$ cat src/rtl/bsorter_pkg.sv
package bsorter_pkg;
    typedef enum logic {
        SLOT_EMPTY = 1'b0,
        SLOT_FULL  = 1'b1
    } slot_state_t;

    typedef enum logic {
        TGT_SRC = 1'b0,
        TGT_DST = 1'b1
    } tgt_sel_t;
endpackage

$ cat src/rtl/bsorter_pick.sv
module bsorter_pick
    import bsorter_pkg::*;
#(
    parameter int BOARD_W  = 2,
    parameter int OFFS_W   = 8,
    parameter int LOCAL_ID = 1,
    localparam int ADDR_W  = BOARD_W + OFFS_W
) (
    input  logic              sel,
    input  logic [ADDR_W-1:0] src_addr,
    input  logic [ADDR_W-1:0] dst_addr,
    output logic [BOARD_W-1:0] tgt_board,
    output logic [OFFS_W-1:0]  tgt_offs,
    output logic              is_local
);
    localparam logic [BOARD_W-1:0] MY_ID = BOARD_W'(LOCAL_ID);

    logic [ADDR_W-1:0] tgt_addr;

    always_comb begin
        unique case (tgt_sel_t'(sel))
            TGT_SRC: tgt_addr = src_addr;
            TGT_DST: tgt_addr = dst_addr;
            default: tgt_addr = src_addr;
        endcase
        tgt_board = tgt_addr[ADDR_W-1 -: BOARD_W];
        tgt_offs  = tgt_addr[OFFS_W-1:0];
        is_local  = (tgt_board == MY_ID);
    end
endmodule

$ cat src/rtl/bsorter_slot.sv
module bsorter_slot
    import bsorter_pkg::*;
#(
    parameter int W = 8
) (
    input  logic         clk,
    input  logic         rst_n,
    input  logic         push_valid,
    output logic         push_ready,
    input  logic [W-1:0] push_data,
    output logic         pop_valid,
    input  logic         pop_ready,
    output logic [W-1:0] pop_data
);
    slot_state_t state_q, state_d;
    logic [W-1:0] data_q;
    logic         push;

    always_ff @(posedge clk) begin
        if (!rst_n) begin
            state_q <= SLOT_EMPTY;
        end else begin
            state_q <= state_d;
        end
    end

    always_ff @(posedge clk) begin
        if (push) begin
            data_q <= push_data;
        end
    end

    always_comb begin
        push    = push_valid && push_ready;
        state_d = state_q;
        unique case (state_q)
            SLOT_EMPTY: if (push) state_d = SLOT_FULL;
            SLOT_FULL:  if (pop_ready && !push) state_d = SLOT_EMPTY;
            default:    state_d = SLOT_EMPTY;
        endcase
    end

    always_comb begin
        unique case (state_q)
            SLOT_EMPTY: begin
                pop_valid  = 1'b0;
                push_ready = 1'b1;
            end
            SLOT_FULL: begin
                pop_valid  = 1'b1;
                push_ready = pop_ready;
            end
            default: begin
                pop_valid  = 1'b0;
                push_ready = 1'b0;
            end
        endcase
        pop_data = data_q;
    end
endmodule

$ cat src/rtl/board_pkt_sorter.sv
module board_pkt_sorter
    import bsorter_pkg::*;
#(
    parameter int BOARD_W   = 2,
    parameter int OFFS_W    = 8,
    parameter int DATA_W    = 16,
    parameter int LOCAL_ID  = 1,
    parameter int STAGE_SEL = 0,
    localparam int ADDR_W   = BOARD_W + OFFS_W
) (
    input  logic               clk,
    input  logic               rst_n,
    input  logic               in_valid,
    output logic               in_ready,
    input  logic [ADDR_W-1:0]  in_src_addr,
    input  logic [ADDR_W-1:0]  in_dst_addr,
    input  logic [DATA_W-1:0]  in_data,
    input  logic               bus_valid,
    output logic               bus_ready,
    input  logic [BOARD_W-1:0] bus_board,
    input  logic               bus_hdr,
    input  logic [ADDR_W-1:0]  bus_src_addr,
    input  logic [ADDR_W-1:0]  bus_dst_addr,
    input  logic [DATA_W-1:0]  bus_data,
    output logic               loc_valid,
    input  logic               loc_ready,
    output logic               loc_hdr,
    output logic [ADDR_W-1:0]  loc_src_addr,
    output logic [ADDR_W-1:0]  loc_dst_addr,
    output logic [DATA_W-1:0]  loc_data,
    output logic [OFFS_W-1:0]  loc_svc_offs,
    output logic               fwd_valid,
    input  logic               fwd_ready,
    output logic [BOARD_W-1:0] fwd_board,
    output logic               fwd_hdr,
    output logic [ADDR_W-1:0]  fwd_src_addr,
    output logic [ADDR_W-1:0]  fwd_dst_addr,
    output logic [DATA_W-1:0]  fwd_data
);
    localparam int LPKT_W = 1 + 2 * ADDR_W + DATA_W + OFFS_W;
    localparam int FPKT_W = BOARD_W + 1 + 2 * ADDR_W + DATA_W;
    localparam logic [BOARD_W-1:0] MY_ID = BOARD_W'(LOCAL_ID);
    localparam logic STAGE_BIT = (STAGE_SEL != 0);

    logic [BOARD_W-1:0] in_tgt_board;
    logic [OFFS_W-1:0]  in_tgt_offs;
    logic               in_local;
    logic [OFFS_W-1:0]  bus_offs;
    logic               bus_for_me;
    logic               bus_hit;
    logic               loc_space, fwd_space;
    logic               loc_push, fwd_push;
    logic [LPKT_W-1:0]  loc_wdata, loc_rdata;
    logic [FPKT_W-1:0]  fwd_wdata, fwd_rdata;

    bsorter_pick #(
        .BOARD_W (BOARD_W),
        .OFFS_W  (OFFS_W),
        .LOCAL_ID(LOCAL_ID)
    ) u_pick (
        .sel      (STAGE_BIT),
        .src_addr (in_src_addr),
        .dst_addr (in_dst_addr),
        .tgt_board(in_tgt_board),
        .tgt_offs (in_tgt_offs),
        .is_local (in_local)
    );

    // Bus packets choose their serviced field from their own header bit.
    always_comb begin
        unique case (tgt_sel_t'(bus_hdr))
            TGT_SRC: bus_offs = bus_src_addr[OFFS_W-1:0];
            TGT_DST: bus_offs = bus_dst_addr[OFFS_W-1:0];
            default: bus_offs = bus_src_addr[OFFS_W-1:0];
        endcase
    end

    // Arbitration: a matching bus packet has first claim on the local slot.
    always_comb begin
        bus_for_me = (bus_board == MY_ID);
        bus_hit    = bus_valid && bus_for_me;
        loc_push   = bus_hit ? loc_space : (in_valid && in_local && loc_space);
        fwd_push   = in_valid && !in_local && fwd_space;
        bus_ready  = !bus_for_me || loc_space;
        in_ready   = in_local ? (loc_space && !bus_hit) : fwd_space;
        if (bus_hit) begin
            loc_wdata = {bus_hdr, bus_src_addr, bus_dst_addr, bus_data, bus_offs};
        end else begin
            loc_wdata = {STAGE_BIT, in_src_addr, in_dst_addr, in_data, in_tgt_offs};
        end
        fwd_wdata = {in_tgt_board, STAGE_BIT, in_src_addr, in_dst_addr, in_data};
    end

    bsorter_slot #(.W(LPKT_W)) u_loc_slot (
        .clk       (clk),
        .rst_n     (rst_n),
        .push_valid(loc_push),
        .push_ready(loc_space),
        .push_data (loc_wdata),
        .pop_valid (loc_valid),
        .pop_ready (loc_ready),
        .pop_data  (loc_rdata)
    );

    bsorter_slot #(.W(FPKT_W)) u_fwd_slot (
        .clk       (clk),
        .rst_n     (rst_n),
        .push_valid(fwd_push),
        .push_ready(fwd_space),
        .push_data (fwd_wdata),
        .pop_valid (fwd_valid),
        .pop_ready (fwd_ready),
        .pop_data  (fwd_rdata)
    );

    assign {loc_hdr, loc_src_addr, loc_dst_addr, loc_data, loc_svc_offs} = loc_rdata;
    assign {fwd_board, fwd_hdr, fwd_src_addr, fwd_dst_addr, fwd_data}     = fwd_rdata;
endmodule

$ cat config.mk
export PLATFORM = sky130hd
export DESIGN_NAME = board_pkt_sorter
export DESIGN_NICKNAME = d
export VERILOG_FILES = /design/src/rtl/bsorter_pkg.sv /design/src/rtl/bsorter_pick.sv /design/src/rtl/bsorter_slot.sv /design/src/rtl/board_pkt_sorter.sv
export SDC_FILE = /design/constraint.sdc
export NUM_CORES = 1
export LEC_CHECK = 0
export BUFFER_PORTS_ARGS = -buffer_cell sky130_fd_sc_hd__buf_2
export CAP_MARGIN = 25
export CORE_AREA = 2 2 93 95
export DETAILED_ROUTE_END_ITERATION = 7
export DIE_AREA = 0 0 95 97
export GPL_TIMING_DRIVEN = 0
export HOLD_SLACK_MARGIN = 0.08
export PLACE_DENSITY = 0.86
export SLEW_MARGIN = 5
export SYNTH_ARGS = -nofsm -noshare
export SYNTH_HDL_FRONTEND = slang
export SYNTH_SLANG_ARGS = --single-unit
export TNS_END_PERCENT = 5
$ cat constraint.sdc
create_clock -name clk -period 3.1 [get_ports clk]
set_clock_uncertainty 0.2 [all_clocks]
set_input_delay 0.31 -clock clk [delete_from_list [all_inputs] [get_ports clk]]
set_output_delay 0.31 -clock clk [all_outputs]
set_load 0.03 [all_outputs]
# Yosys cells after proc, flatten, opt, wreduce, memory -nomap -nowiden
# Cells that the tools add are included.
# totals
reg_bits	85
rom_bits	0
ram_bits	0
out_inout_bits	88
latch_bits	0
n_memories	0
# op_classes
n_mul	0
div	0
n_shift	0
order_cmp	0
bitwise_logic	3
mux	14
add_sub_neg	0
eq_ne	2
n_reduce_logical	16
# op_table
cell	n
44-bit 2-to-1 mux	1
8-bit case mux with 2 select lines	1
1-bit case mux with 2 select lines	6
1-bit logical AND	10
1-bit 2-to-1 mux	6
1-bit logical NOT	5
2-bit by 1-bit == test with 1-bit output, second input constant	2
1-bit inverter	3
1-bit logical OR	1

# Logic depth before layout (Yosys ltp)
# Gate-level depths: netlist of the first run.
# logic_depth
ltp_word	9
depth_mapped	5
mapped_depth_nobuf	3

# Hierarchy
# Synthesis of the first run repeated with hierarchy kept, for this count alone.
# unflattened
cells_unflattened	176
hier_area_um2	3593.4
# modules_own_cells
module	cells_each	area_each_um2	instances	seq_area_each_um2
bsorter_slot at u_loc_slot	50	1408.9	1	1371.3
bsorter_slot at u_fwd_slot	44	1228.7	1	1191.1
board_pkt_sorter	68	814.5	1	0.0
bsorter_pick	14	141.4	1	0.0

# Least setup slack after synthesis of the first run
# OpenSTA, ideal clock, no wires.
# synth_timing
path_type	input to register
start	input bus_board[1]
end	register u_loc_slot.data_q[0] (netlist: u_loc_slot.pop_data[0]) (enable)
arrival_ns	2.641
path_slack_ns	-0.188
path_stages	4
required_time_ns	2.453
cell_sequence	and3b_1 > buf_4 > a31oi_1 > nor2_1
# synth_via
elab_chain_cells	4
# synth_rtl
item	line	source
start, declared	board_pkt_sorter.sv:20	input logic [BOARD_W-1:0] bus_board,
2-bit by 1-bit == test with 1-bit output	board_pkt_sorter.sv:80	bus_for_me = (bus_board == MY_ID);
1-bit logical AND	board_pkt_sorter.sv:81	bus_hit = bus_valid && bus_for_me;
1-bit 2-to-1 mux	board_pkt_sorter.sv:82	loc_push = bus_hit ? loc_space : (in_valid && in_local && loc_space);
1-bit logical AND	bsorter_slot.sv:34	push = push_valid && push_ready;
named net u_loc_slot.push	bsorter_slot.sv:17	logic push;
end signal, assigned	bsorter_slot.sv:29	data_q <= push_data;
end, declared	bsorter_slot.sv:16	logic [W-1:0] data_q;
# The timed path passes the listed nets, and every way through them passes these cells.
# A chain may end at the register's enable or synchronous reset.

# Final worst setup path of the first run
# layout_timing
start	input in_src_addr[9]
end	register u_fwd_slot.data_q[8] (netlist: u_fwd_slot.pop_data[8]) (enable)
# layout_via
elab_chain_cells	5
# layout_rtl
item	line	source
start, declared	board_pkt_sorter.sv:15	input logic [ADDR_W-1:0] in_src_addr,
2-bit by 1-bit == test with 1-bit output	bsorter_pick.sv:28	is_local = (tgt_board == MY_ID);
1-bit logical NOT	board_pkt_sorter.sv:83	fwd_push = in_valid && !in_local && fwd_space;
1-bit logical AND (2 in series)	board_pkt_sorter.sv:83	
1-bit logical AND	bsorter_slot.sv:34	
named net u_fwd_slot.push	bsorter_slot.sv:17	
end signal, assigned	bsorter_slot.sv:29	
end, declared	bsorter_slot.sv:16	
# The timed path passes the listed nets, and every way through them passes these cells.

==> impl_metrics.env, run 1 <==
export IMPL_post_dp_cell_area_um2=4214
export IMPL_cp_start_kind="input pin"
export IMPL_crit_arrival_ps=2040
export IMPL_ys_seq_area_frac=0.7752
export IMPL_irDropWorstVdd_uv=200.8
export IMPL_cts_setup_buffers=0
export IMPL_syn_nets=318
export IMPL_clkTransAtPathRegs_ps=80
export IMPL_diodes=0
export IMPL_firstDrtPassIters=4
export IMPL_final_area_um2=5137
export IMPL_p_comb_frac=0.181
export IMPL_ys_flop_type="edfxtp_1"
export IMPL_postLayoutCoreUtil=0.6316
export IMPL_start_util=0.3921
export IMPL_avgSynthCellArea_um2=13.46
export IMPL_worstPathMaxFanout=20
export IMPL_path_class="in2reg"
export IMPL_root_buffer="clkbuf_8"
export IMPL_grt_pass1_vias=2901
export IMPL_yosys_cell_count_top_type="nand2_1"
export IMPL_io_pins=169
export IMPL_ctsResizeCount=0
export IMPL_wire_per_inst_um=16.15
export IMPL_vias_per_cell=4.629
export IMPL_synth_top_cell_by_area="edfxtp_1"
export IMPL_slew_viol_final=0
export IMPL_clock_sinks=83
export IMPL_holdBufCountCts=74
export IMPL_synth_seq_cells=83
export IMPL_ant_nets=0
export IMPL_cts_tree="yes"
export IMPL_yosysWarnings=0
export IMPL_final_period_utilization=0.7088
export IMPL_drc=0
export IMPL_hold_depth=3
export IMPL_r2r_slack_ps=1290
export IMPL_synth_distinct_cells=22
export IMPL_pwr_share_seq=0.528
export IMPL_vias=2773
export IMPL_nFillCells=632
export IMPL_die_w_um=95
export IMPL_synth_edf_count=81
export IMPL_power_switching_mw=0.6610
export IMPL_min_to="u_loc_slot.state_q"
export IMPL_fmax_mhz=455.1
export IMPL_clockPowerShare=0.291
export IMPL_syn_inst=237
export IMPL_insertion_delay_ps=340
export IMPL_power_leakage_nw=2.321
export IMPL_cp_end_kind="register"
export IMPL_regArea_um2=2472
export IMPL_whs_ps=99.76
export IMPL_die_area_um2=9215
export IMPL_hold_viol=0
export IMPL_finalSetupViolCount=0
export IMPL_synth_top_cell_area_share=0.7627
export IMPL_ys_top_cells_by_area="edfxtp_1 (76%), nand2_1 (13%), mux2i_1 (2.5%)"
export IMPL_hold_path_class="in2reg"
export IMPL_clk_path_buf_depth=2
export IMPL_htreeDepth=3
export IMPL_power_density_nw_per_um2=489.9
export IMPL_p_int_mw=1.856
export IMPL_rows=33
export IMPL_tritoncts_num_buffers=9
export IMPL_cap_violations=0
export IMPL_async_flop_share=0
export IMPL_worst_slew_pin_transition_ps=679.1
export IMPL_r2r_end="u_fwd_slot.pop_data[8]"
export IMPL_synth_area_um2=3189
export IMPL_core_area_um2=8134
export IMPL_worst_r2r_cell_count=3
export IMPL_power_switching_share=0.2626
export IMPL_grt_overflow=0
export IMPL_grt_max_degree=28
export IMPL_wl_um=9676
export IMPL_required_ps=2940
export IMPL_period_needed_ps=2197
export IMPL_die_y_um=97
export IMPL_multi_input_area_um2=655.6
export IMPL_synth_common_cells="nand2_1 (107), edfxtp_1 (81), mux2i_1 (8), o21ai_0 (8)"
export IMPL_finalNetCount=571
export IMPL_slew_headroom=0.5462
export IMPL_grt_pass1_wl_um=14310
export IMPL_drtIter0Drc=91
export IMPL_status="finished, final reports clean"
export IMPL_io_buffers=166
export IMPL_track_usage=0.2092
export IMPL_hpwl_um=6117
export IMPL_min_from="loc_ready"
export IMPL_area_growth_syn_to_layout_pct=61.08
export IMPL_antenna_found_initial=0
export IMPL_grt_setup_unrepaired="false"
export IMPL_drive_gt1_frac=0.3927
export IMPL_r2r_start="u_fwd_slot.state_q"
export IMPL_place_gp_congestion=0.6933
[cells in the final DEF (no fill, tap or decap), drive strengths merged, types with 2 or more instances in the layout]
cell         netlist  layout
nor2b              3       3
edfxtp            81      81
clkbuf             3      13
nand3b             2       2
nand2            107     107
clkinvlp           0       2
a21oi              3       3
dlygate4sd3        0      74
mux2i              8       8
dfxtp              2       2
nand2b             2       2
nor2               2       2
clkinv             0       2
o21ai              9       9
buf                9     177
[flip-flops by register name, indices dropped and copies added, names as in the netlist]
name and count:
u_loc_slot.pop_data 45, u_fwd_slot.pop_data 36, u_fwd_slot.state_q 1, u_loc_slot.state_q 1
[stage by stage]
stage          setup WS [ps]  power (mW)  cells  TNS, ps
2_1_floorplan          349.6       1.573    237        0
3_3_place_gp          -464.4       1.712    508   -28450
3_5_place_dp           786.2       1.733    510        0
4_1_cts                893.3       2.533    599        0
5_1_grt                805.4       2.618    599        0
6_report               902.8       2.517    599        0
[how the worst max path moves through the flow]
| stage | slack (ps) | start | depth (start not counted) | endpoint |
|---|---|---|---|---|
| detailed placement | 790 | bus_board[1] | 6 | u_loc_slot.pop_data[2] |
| CTS | 890 | in_src_addr[9] | 6 | u_fwd_slot.pop_data[15] |
| floorplan | 350 | u_fwd_slot.state_q | 2 | u_fwd_slot.pop_data[0] |
| finish | 900 | in_src_addr[9] | 6 | u_fwd_slot.pop_data[8] |
| global placement | -460 | in_src_addr[9] | 4 | u_fwd_slot.pop_data[27] |
| global route | 810 | in_src_addr[9] | 6 | u_fwd_slot.pop_data[11] |
[routing by layer]
layer  global-route usage  vias up  wire [µm]
met4               0.1081        0        371
met1               0.2317     1284       3591
met3              0.03427       30        550
met5                    0        -          0
li1                     -     1319          -
met2               0.3770      140       5163
[cell families (layout without fill, tap and decap cells)]
group           after synthesis  in the layout  synth area share
buf+inv                      13            270           0.02393
simple gates                118            118            0.1514
mux                           8              8           0.02511
other cells                   1              1          0.001176
flops                        83             83            0.7752
compound gates               14             14           0.02315
[final cells by class]
| class | instances | share of cell area |
|---|---|---|
| buffer | 12 | 0.01413 |
| clock buffer | 10 | 0.02484 |
| clock inverter | 5 | 0.01072 |
| inverter | 1 | 0.0007306 |
| multi-input combinational | 141 | 0.1276 |
| sequential | 83 | 0.4812 |
| tap | 105 | 0.02557 |
| timing repair buffer | 242 | 0.3151 |
[worst max-delay path, cell delays in order]
cell           delay (ps)
dlygate4sd3_1         520
buf_2                 120
nand2b_1              190
nand2_1               110
nor2_4                540
buf_16                250
[power by group through the flow]
stage	logic, mW	registers, mW	clock network, mW
2_1_floorplan	0.0911	1.48	0
3_3_place_gp	0.358	1.35	0
3_5_place_dp	0.380	1.35	0
4_1_cts	0.453	1.33	0.752
5_1_grt	0.486	1.33	0.798
6_report	0.456	1.33	0.733
Note: power is estimated with default switching activity, not from simulation.
==> run 2, diff against run 1 <==
Settings changed: CORE_AREA 2 2 93 95 to 2 2 88 90, DIE_AREA 0 0 95 97 to 0 0 90 92, PLACE_DENSITY 0.86 to 0.9.
Clock period 3.1 ns to 2.2 ns, I/O delays scaled along.
==> run 2 against run 1 <==
Count of clock-buffer cells in the layout decreased by 1. Clock power grew 39%. Setup slack got worse by 780 ps. Critical path type unchanged. Via count barely moved. First-iteration DRC count grew 65%. Sequential share of layout area down 0.094 points. Non-clock buffer count grew 1. Sequential power increased by 41%.
==> impl_metrics.env, run 2 (synthesis gave the netlist of run 1 again) <==
export IMPL_status="finished, final reports clean"
export IMPL_cp_end_kind="register"
export IMPL_hpwl_um=5765
export IMPL_die_area_um2=8280
export IMPL_fin_cells=598
export IMPL_grt_setup_unrepaired="false"
export IMPL_clkTransAtPathRegs_ps=80
export IMPL_wl_um=9055
export IMPL_dp_cells=507
export IMPL_clk_path_buf_depth=2
export IMPL_cp_start_kind="input pin"
export IMPL_wire_per_inst_um=15.14
export IMPL_cts_tree="yes"
export IMPL_post_dp_cell_area_um2=4210
export IMPL_final_area_um2=5147
export IMPL_io_buffers=166
export IMPL_layout_commonest_cell="buf_2"
export IMPL_tritoncts_num_buffers=9
export IMPL_track_usage=0.2179
export IMPL_vias_per_cell=4.639
export IMPL_grt_pass1_wl_um=13780
export IMPL_insertion_delay_ps=340
export IMPL_grt_pass1_vias=2823
export IMPL_htreeDepth=3
export IMPL_path_class="in2reg"
export IMPL_area_growth_syn_to_layout_pct=61.40
export IMPL_grt_max_degree=28
export IMPL_worst_slew_pin_transition_ps=637.9
export IMPL_firstDrtPassIters=4
export IMPL_hold_viol=0
export IMPL_irDropWorstVdd_uv=489.4
export IMPL_required_ps=2040
export IMPL_core_area_um2=7447
export IMPL_die_w_um=90
export IMPL_finalSetupViolCount=0
export IMPL_diodes=0
export IMPL_rows=32
export IMPL_root_buffer="clkbuf_8"
export IMPL_period_needed_ps=2077
export IMPL_vias=2774
export IMPL_slew_headroom=0.5737
export IMPL_io_pins=169
export IMPL_cts_setup_buffers=0
export IMPL_power_leakage_nw=2.326
export IMPL_power_density_nw_per_um2=686.5
export IMPL_start_util=0.4283
export IMPL_drtIter0Drc=150
export IMPL_grt_overflow=0
export IMPL_cap_violations=0
export IMPL_antenna_found_initial=0
export IMPL_slew_viol_final=0
export IMPL_crit_arrival_ps=1920
export IMPL_r2r_slack_ps=410
export IMPL_worstPathMaxFanout=27
export IMPL_nFillCells=544
export IMPL_clock_sinks=83
export IMPL_drc=0
export IMPL_die_y_um=92
export IMPL_fmax_mhz=481.5
export IMPL_hold_path_class="in2reg"
export IMPL_place_gp_congestion=0.7487
export IMPL_drive_gt1_frac=0.3952
export IMPL_finalNetCount=572
export IMPL_largest_reg_flops=45
export IMPL_ant_nets=0
export IMPL_final_period_utilization=0.9441
export IMPL_final_cell_mix="buf_2 (170), nand2_1 (107), edfxtp_1 (81)"
## run 2: critical path, cell delays in order
cell	delay (ps)
dlygate4sd3_1	560
buf_2	140
inv_1	60
a31oi_1	130
nor2_4	530
buf_12	270
## run 2: layout make-up
class / count / area [µm²] / share of cell area
multi-input combinational: 141 / 655.6 / 0.1274
inverter: 1 / 3.754 / 0.0007292
tap: 102 / 127.6 / 0.02479
clock inverter: 7 / 62.56 / 0.01215
buffer: 12 / 72.57 / 0.01410
clock buffer: 9 / 123.9 / 0.02406
timing repair buffer: 243 / 1629 / 0.3165
sequential: 83 / 2472 / 0.4803
## run 2: timing repair
item                       4_1_cts  5_1_grt
hold buffers                    75        0
setup endpoints to repair        0        0
hold endpoints to repair        82        0
gates resized for setup          0        0
## run 2: worst paths after layout
| path | startpoint | endpoint | cells after the start |
|---|---|---|---|
| worst min register to register | u_loc_slot.state_q | u_loc_slot.state_q | 2 |
| worst max register to register | u_loc_slot.state_q | u_loc_slot.pop_data[7] | 3 |
| worst max-delay path | in_src_addr[9] | u_loc_slot.pop_data[7] | 6 |
| worst min-delay path | in_valid | u_loc_slot.state_q | 3 |
## run 2: per-stage QoR
stage                     power, mW  setup slack (ps)    util  hold WS (ps)  setup TNS (ps)
final                         3.534             123.1  0.6912         121.8               0
after global routing          3.661             57.25  0.6912         103.8               0
after CTS                     3.558             155.6  0.6912         98.94               0
after detailed placement      2.439            -29.40  0.5654         212.2          -753.6
after global placement        2.407            -369.8  0.5583         211.6          -26820
after floorplan               2.216             40.01       -         118.9               0
## run 2: metal layers
layer | track usage | vias to the layer above | share of wire
li1 | - | 1326 | -
met1 | 0.2520 | 1285 | 0.39
met2 | 0.3904 | 147 | 0.52
met3 | 0.04519 | 16 | 0.071
met4 | 0.1000 | 0 | 0.023
met5 | 0 | - | 0
## run 2: power breakdown
| part | total [mW] | leakage, nW | internal (mW) | switching [mW] |
|---|---|---|---|---|
| clock network | 1.02 | 0.0890 | 0.427 | 0.595 |
| logic | 0.640 | 1.46 | 0.254 | 0.386 |
| registers | 1.87 | 0.780 | 1.85 | 0.0236 |
| total | 3.53 | 2.33 | 2.53 | 1.01 |
